### config.mk
export PLATFORM = sky130hd
export DESIGN_NAME = pwm_pair_top
export DESIGN_NICKNAME = d
export VERILOG_FILES = /design/src/rtl/pwm_pair_pkg.sv /design/src/rtl/pwm_pair_timer.sv /design/src/rtl/pwm_pair_window.sv /design/src/rtl/pwm_pair_outreg.sv /design/src/rtl/pwm_pair_top.sv
export SDC_FILE = /design/constraint.sdc
export NUM_CORES = 1
export LEC_CHECK = 0
export BUFFER_PORTS_ARGS = -buffer_cell sky130_fd_sc_hd__buf_4
export CORE_MARGIN = 1.5
export CORE_UTILIZATION = 45
export DETAILED_ROUTE_END_ITERATION = 10
export GPL_TIMING_DRIVEN = 0
export HOLD_SLACK_MARGIN = 0.03
export RECOVER_POWER = 25
export SYNTH_ARGS = -nofsm -noshare
export SYNTH_HDL_FRONTEND = slang
export SYNTH_SLANG_ARGS = --single-unit
export TNS_END_PERCENT = 30
### constraint.sdc
create_clock -name clk_i -period 6 [get_ports clk_i]
set_input_delay 0.3 -clock clk_i [delete_from_list [all_inputs] [get_ports clk_i]]
set_output_delay 0.3 -clock clk_i [all_outputs]
set_load 0.005 [all_outputs]
### src/rtl/pwm_pair_pkg.sv
package pwm_pair_pkg;

  parameter int unsigned CNT_W = 16;
  parameter int unsigned DT_W  = 8;

  typedef struct packed {
    logic [CNT_W-1:0] period;
    logic [CNT_W-1:0] high;
    logic [DT_W-1:0]  dead;
  } pwm_cfg_t;

  // Classification of the high-time setting against the period
  typedef enum logic [1:0] {
    DUTY_ZERO = 2'd0,
    DUTY_FULL = 2'd1,
    DUTY_PART = 2'd2
  } duty_kind_e;

endpackage

### src/rtl/pwm_pair_timer.sv
module pwm_pair_timer
  import pwm_pair_pkg::*;
#(
  parameter int unsigned W = CNT_W
) (
  input  logic           clk_i,
  input  logic           rst_ni,
  input  logic           en_i,
  input  pwm_cfg_t       cfg_i,
  output logic           run_o,
  output logic [W-1:0]   cnt_o,
  output pwm_cfg_t       cfg_o
);

  localparam int unsigned WX = W + 1;

  logic         run_q;
  logic [W-1:0] cnt_q;
  pwm_cfg_t     cfg_q;
  logic         wrap;

  assign wrap = run_q && (({1'b0, cnt_q} + WX'(1)) >= {1'b0, cfg_q.period});

  always_ff @(posedge clk_i or negedge rst_ni) begin
    if (!rst_ni) begin
      run_q <= 1'b0;
      cnt_q <= '0;
      cfg_q <= '0;
    end else if (!en_i) begin
      run_q <= 1'b0;
      cnt_q <= '0;
    end else if (!run_q || wrap) begin
      run_q <= 1'b1;
      cnt_q <= '0;
      cfg_q <= cfg_i;  // capture only at period start
    end else begin
      cnt_q <= cnt_q + W'(1);
    end
  end

  assign run_o = run_q;
  assign cnt_o = cnt_q;
  assign cfg_o = cfg_q;

  p_cnt_range_r1: assert property (@(posedge clk_i) disable iff (!rst_ni)
    (run_q && cfg_q.period != '0) |-> (cnt_q < cfg_q.period));

  p_cfg_hold_r8: assert property (@(posedge clk_i) disable iff (!rst_ni)
    (run_q && cnt_q != '0) |-> ($stable(cfg_q.period) && $stable(cfg_q.high) && $stable(cfg_q.dead)));

endmodule

### src/rtl/pwm_pair_window.sv
module pwm_pair_window
  import pwm_pair_pkg::*;
#(
  parameter int unsigned W       = CNT_W,
  parameter int unsigned DW      = DT_W,
  parameter bit          DEAD_EN = 1'b1
) (
  input  logic [W-1:0]  cnt_i,
  input  logic [W-1:0]  period_i,
  input  logic [W-1:0]  high_i,
  input  logic [DW-1:0] dead_i,
  output logic          p_raw_o,
  output logic          n_raw_o
);

  localparam int unsigned WX = W + 1;

  duty_kind_e    kind;
  logic [WX-1:0] cnt_x, per_x, hi_x;

  assign cnt_x = {1'b0, cnt_i};
  assign per_x = {1'b0, period_i};
  assign hi_x  = {1'b0, high_i};

  always_comb begin
    if (high_i == '0)        kind = DUTY_ZERO;
    else if (hi_x >= per_x)  kind = DUTY_FULL;
    else                     kind = DUTY_PART;
  end

  generate
    if (DEAD_EN) begin : g_dead
      logic [WX-1:0] dt_x, n_on_x;
      logic          p_win, n_win;

      assign dt_x   = WX'(dead_i);
      assign n_on_x = hi_x + dt_x;
      // windows shrink by the dead band at each switching point
      assign p_win  = (cnt_x >= dt_x) && (cnt_x < hi_x);
      assign n_win  = (cnt_x >= n_on_x) && (cnt_x < per_x);

      always_comb begin
        unique case (kind)
          DUTY_ZERO: begin p_raw_o = 1'b0;  n_raw_o = 1'b1;  end
          DUTY_FULL: begin p_raw_o = 1'b1;  n_raw_o = 1'b0;  end
          default:   begin p_raw_o = p_win; n_raw_o = n_win; end
        endcase
      end
    end else begin : g_plain
      logic unused_dead;
      assign unused_dead = ^dead_i;

      always_comb begin
        unique case (kind)
          DUTY_ZERO: p_raw_o = 1'b0;
          DUTY_FULL: p_raw_o = 1'b1;
          default:   p_raw_o = (cnt_x < hi_x);
        endcase
        n_raw_o = ~p_raw_o;
      end
    end
  endgenerate

endmodule

### src/rtl/pwm_pair_outreg.sv
module pwm_pair_outreg (
  input  logic clk_i,
  input  logic rst_ni,
  input  logic en_i,
  input  logic run_i,
  input  logic p_raw_i,
  input  logic n_raw_i,
  input  logic start_raw_i,
  output logic p_o,
  output logic n_o,
  output logic start_o
);

  logic live;
  assign live = en_i && run_i;

  always_ff @(posedge clk_i or negedge rst_ni) begin
    if (!rst_ni) begin
      p_o     <= 1'b0;
      n_o     <= 1'b0;
      start_o <= 1'b0;
    end else begin
      p_o     <= live && p_raw_i;
      n_o     <= live && n_raw_i;
      start_o <= live && start_raw_i;
    end
  end

  p_no_overlap_r6: assert property (@(posedge clk_i) disable iff (!rst_ni)
    !(p_o && n_o));

  p_idle_low_r7: assert property (@(posedge clk_i) disable iff (!rst_ni)
    !en_i |=> (!p_o && !n_o && !start_o));

endmodule

### src/rtl/pwm_pair_top.sv
module pwm_pair_top
  import pwm_pair_pkg::*;
#(
  parameter int unsigned W       = CNT_W,
  parameter int unsigned DW      = DT_W,
  parameter bit          DEAD_EN = 1'b1
) (
  input  logic          clk_i,
  input  logic          rst_ni,
  input  logic          en_i,
  input  logic [W-1:0]  period_i,
  input  logic [W-1:0]  high_i,
  input  logic [DW-1:0] dead_i,
  output logic          p_o,
  output logic          n_o,
  output logic          start_o
);

  pwm_cfg_t     cfg_in, cfg_cur;
  logic         run;
  logic [W-1:0] cnt;
  logic         p_raw, n_raw, start_raw;

  assign cfg_in.period = CNT_W'(period_i);
  assign cfg_in.high   = CNT_W'(high_i);
  assign cfg_in.dead   = DT_W'(dead_i);

  pwm_pair_timer #(.W(W)) u_timer (
    .clk_i  (clk_i),
    .rst_ni (rst_ni),
    .en_i   (en_i),
    .cfg_i  (cfg_in),
    .run_o  (run),
    .cnt_o  (cnt),
    .cfg_o  (cfg_cur)
  );

  pwm_pair_window #(.W(W), .DW(DW), .DEAD_EN(DEAD_EN)) u_window (
    .cnt_i    (cnt),
    .period_i (W'(cfg_cur.period)),
    .high_i   (W'(cfg_cur.high)),
    .dead_i   (DW'(cfg_cur.dead)),
    .p_raw_o  (p_raw),
    .n_raw_o  (n_raw)
  );

  assign start_raw = (cnt == '0);

  pwm_pair_outreg u_out (
    .clk_i       (clk_i),
    .rst_ni      (rst_ni),
    .en_i        (en_i),
    .run_i       (run),
    .p_raw_i     (p_raw),
    .n_raw_i     (n_raw),
    .start_raw_i (start_raw),
    .p_o         (p_o),
    .n_o         (n_o),
    .start_o     (start_o)
  );

  p_complement_r4: assert property (@(posedge clk_i) disable iff (!rst_ni)
    ($past(en_i) && $past(run) && $past(cfg_cur.dead) == '0) |-> (p_o != n_o));

endmodule

==> impl_summary.txt <==
----------------------------------------------------
[Floorplanning]
  Core outline area ... 10900 um^2
  I/O Pins ... 46
  Die width ... 110 um
  Starting Density ... a little under half
  Placement row count ... 38
  Die Area ... 12000 um^2
  Die outline height ... 110 um

[Synthesis]
  Portion of the post-synthesis area used by sequential elements ... between 20% and 30%
  Synthesized area per cell ... 10.5 um^2
  Net count after synthesis ... around 630
  Mapped Area ... around 5100 um^2
  Warnings from Yosys ... 0
  Post-synthesis async set-or-reset flop share ... 100%
  Yosys cell types ... 48
  Synthesized instance count ... between 400 and 500
  Number of enable flip-flop cells after synthesis ... 0
  Most instantiated flip-flop cell in the synthesis netlist ... sky130_fd_sc_hd__dfrtp_1
  Number of flip-flops and latches in the synthesized netlist ... 60

[Placement]
  Final RePlAce weighted congestion ... 0.861
  Number of input and output port buffers inserted ... between 40 and 50
  Placed wire-length estimate ... just over 9000 um
  Placed instance area ... 5620 um^2

[Timing]
  Setup repair after global routing missed its margin ... false
  Maximum clock frequency ... about 250 MHz
  Post-layout minimum cycle time ... 4.07 ns
  Relative slew margins ... -112%
  Number of endpoints with negative hold slack in the final report ... 0
  Slew at the pin closest to its max-slew limit ... 3.18 ns
  Worst clock skew on the final layout ... 0.00729 ns
  Final-report setup violation count ... 0
  Period utilization ... roughly two thirds
  Total Negative Setup Slacks ... 0 ns
  Max-slew violations ... ~60

[CTS]
  # hold bufs at CTS ... 0
  TritonCTS clock tree ... done
  CTS buffer count ... 9
  Resized Gates After CTS ... 0
  Clock sinks ... 60
  Post-CTS setup-driven buffer insertion count ... 0
  Htree depth ... 3
  Maximum number of buffers from clock root to sink ... 2
  Insertion delay to the later sink of the worst-skew pair ... 0.34 ns
  Clk root buf ... sky130_fd_sc_hd__clkbuf_16
  Clock transition at path regs ... 0.05 ns

[GRT]
  Global-route usage over all layers ... 21.3%
  GRT overflow ... 0
  Initial antenna violation count ... 0
  First-pass GRT wire length ... 19100 um
  Pin count of the biggest net entering global routing ... 61
  Vias in the first global route ... 3794

[Finish]
  Sequential cell area in the final layout ... approximately 1500 um^2
  Synth-to-Final Area Change ... 16.1%
  Multi-input gate area in the final layout ... 3360 um^2
  Share of layout cells above drive strength 1 ... 20.1%
  Fill cell total of the finished layout ... 983
  ANT cells ... 0
  Number of nets in the final layout ... between 600 and 700
  Fin area ... ~5900 um^2

[Detailed routing]
  Detail Route met3 WL ... 281 um
  Vias per Instance ... approximately 5.4
  Final WL ... approximately 11000 um
  Remaining antenna violation count after routing ... 0
  Pre-Repair DR Iteration Count ... 4
  Detailed-route via count ... 3708
  Total routed wire length on the met1 layer ... 5720 um
  Post-route DRC violation count ... 0
  Top layer in use ... met4
  Met2 layer wire length in the routed design ... around 5300 um
  First-iteration detailed-routing DRC count ... 144
  Detail-routed net length per standard cell ... 16.6 um

[Setup path]
  CP Max Fanout ... 5
  Startpoint of the worst register-to-register path ... u_timer.cfg_o[0]
  Setup crit end kind ... flip-flop
  CP Data Required Time ... 6.21 ns
  CP startpoint ... u_timer.cfg_o[0]
  Critical Path Start Type ... flip-flop
  Worst Setup Path Type ... reg -> reg
  Arrival time at the worst endpoint ... 4.28 ns

[Pwr]
  Leakage power ... 0.00313 uW
  Worst IR drop on VDD ... about 0.15 mV
  Cell Pwr Density ... between 200 and 300 nW/um^2

[Status]
  Run status ... finished with violations
  Violated checks ... capacitance limit, slew limit

[Job]
  Number of max-cap violations ... 1

[Hold path]
  Hold WC Path Type ... in -> reg
  Min-delay src ... period_i[3]

----------------------------------------------------
[critical path: stages (launching register included)]
cell	delay, ns
sky130_fd_sc_hd__dfrtp_1	0.40
sky130_fd_sc_hd__ha_1	0.24
sky130_fd_sc_hd__fa_1	0.43
sky130_fd_sc_hd__a211o_1	0.29
sky130_fd_sc_hd__o211ai_1	0.14
sky130_fd_sc_hd__a21oi_1	0.14
sky130_fd_sc_hd__o31ai_1	0.64
sky130_fd_sc_hd__nor2_1	0.11
sky130_fd_sc_hd__xnor2_1	0.16
sky130_fd_sc_hd__ha_1	0.29
sky130_fd_sc_hd__o21ai_0	0.07
sky130_fd_sc_hd__nand2b_1	0.07
sky130_fd_sc_hd__a21oi_1	0.07
sky130_fd_sc_hd__a2111oi_0	0.40
sky130_fd_sc_hd__o211ai_1	0.18
sky130_fd_sc_hd__o32ai_1	0.33
[report_power, final]
group | leakage, uW | switching, uW | internal [uW]
combinational | 0.00223 | 216 | 218
sequential | 0.000744 | 53.3 | 448
clock | 0.000153 | 181 | 374
total | 0.00313 | 450 | 1040
[synth_stat cells, types with 2 or more instances]
library cell,count,share of area [%]
sky130_fd_sc_hd__o21a_1,4,0.59
sky130_fd_sc_hd__clkbuf_1,2,0.15
sky130_fd_sc_hd__a211oi_1,8,1.2
sky130_fd_sc_hd__nand4_1,13,1.6
sky130_fd_sc_hd__o211ai_1,3,0.44
sky130_fd_sc_hd__nand3_1,11,1.1
sky130_fd_sc_hd__a31oi_1,2,0.24
sky130_fd_sc_hd__a2111oi_0,5,0.86
sky130_fd_sc_hd__ha_1,97,24
sky130_fd_sc_hd__nand2_1,22,1.6
sky130_fd_sc_hd__nor4_1,7,0.86
sky130_fd_sc_hd__nor2_1,21,1.5
sky130_fd_sc_hd__and3_1,7,0.86
sky130_fd_sc_hd__and2_1,2,0.24
sky130_fd_sc_hd__nor3_1,5,0.49
sky130_fd_sc_hd__and4_4,2,0.44
sky130_fd_sc_hd__o2111ai_1,2,0.34
sky130_fd_sc_hd__a21oi_1,28,2.7
sky130_fd_sc_hd__buf_12,4,1.6
sky130_fd_sc_hd__mux2_4,40,12
sky130_fd_sc_hd__inv_1,44,3.2
sky130_fd_sc_hd__o21ai_0,16,1.6
sky130_fd_sc_hd__nand2b_1,5,0.61
sky130_fd_sc_hd__a21boi_0,2,0.29
sky130_fd_sc_hd__nor2b_1,19,2.3
sky130_fd_sc_hd__xor2_1,8,1.4
sky130_fd_sc_hd__a21o_1,12,1.8
sky130_fd_sc_hd__xnor2_1,17,2.9
sky130_fd_sc_hd__dfrtp_1,60,29
[sequential cells by signal, summed over array words and instances (netlist names)]
register and count:
u_timer.cfg_o 40, u_timer.cnt_o 16, u_out.n_o 1, u_out.p_o 1
u_out.start_o 1, u_timer.run_o 1
[placed cells by master, fill, tap and decap left out, types with 8 or more instances in the layout]
cell                        synthesis  final
sky130_fd_sc_hd__a211oi_1           8      8
sky130_fd_sc_hd__ha_1              97     97
sky130_fd_sc_hd__xor2_1             8      8
sky130_fd_sc_hd__xnor2_1           17     17
sky130_fd_sc_hd__nand2_1           22     22
sky130_fd_sc_hd__clkbuf_16          0      9
sky130_fd_sc_hd__nand4_1           13     13
sky130_fd_sc_hd__inv_1             44     44
sky130_fd_sc_hd__o21ai_0           16     16
sky130_fd_sc_hd__nand3_1           11     11
sky130_fd_sc_hd__a21oi_1           28     28
sky130_fd_sc_hd__dfrtp_1           60     60
sky130_fd_sc_hd__a21o_1            12     12
sky130_fd_sc_hd__nor2_1            21     21
sky130_fd_sc_hd__nor2b_1           19     19
sky130_fd_sc_hd__mux2_4            40     40
sky130_fd_sc_hd__buf_4              0     43
[final cells by class]
cell class                      count  share of cell area (%)
Sequential cell                    60                    25.3
Inverter                           44                    2.78
Multi-Input combinational cell    377                    56.5
Clock buffer                       12                    4.15
Timing Repair Buffer               45                    5.57
Clock inverter                      4                    1.22
Tap cell                          140                    2.95
Buffer                              6                    1.48
[kinds of logic (layout without fill, tap and decap cells)]
kind of cell / after synthesis / in the layout / share of synthesized area [%]
AND/OR/NAND/NOR: 120 / 120 / 12.9
adder cells (fa/ha/maj): 98 / 98 / 24.1
AO/OA/AOI/OAI: 94 / 94 / 12.6
flip-flops: 60 / 60 / 29.4
buffers and inverters: 50 / 111 / 4.95
multiplexers: 40 / 40 / 11.8
XOR/XNOR: 25 / 25 / 4.29
[through the flow]
step	utilization (%)	setup slack (ns)	power (uW)	std cells	hold WS, ns
floorplan	-	2.63	817	487	0.00441
global placement	51.4	1.95	927	672	0.425
detailed placement	51.4	1.92	943	672	0.429
CTS	54.3	1.89	1510	688	0.0693
global route	54.3	1.54	1590	688	0.174
finish	54.3	1.93	1490	688	0.189
[layer usage]
layer | track usage (%) | vias up
met5 | 0 | -
met4 | 6.68 | 0
met3 | 4.39 | 10
met2 | 34.9 | 50
met1 | 28.2 | 1748
li1 | - | 1900
[path summary, 6_finish.rpt]
kind	end	slack, ns	depth (start not counted)
hold / removal	u_timer.cfg_o[27]	0.19	2
max in group asynchronous	u_timer.cnt_o[3]	3.19	1
hold reg to reg	u_timer.cfg_o[29]	0.51	1
min in group asynchronous	u_timer.cfg_o[21]	1.02	1
setup reg to reg	u_out.n_o	1.93	15
setup / recovery	u_out.n_o	1.93	15
(Power assumes the default switching activity.)
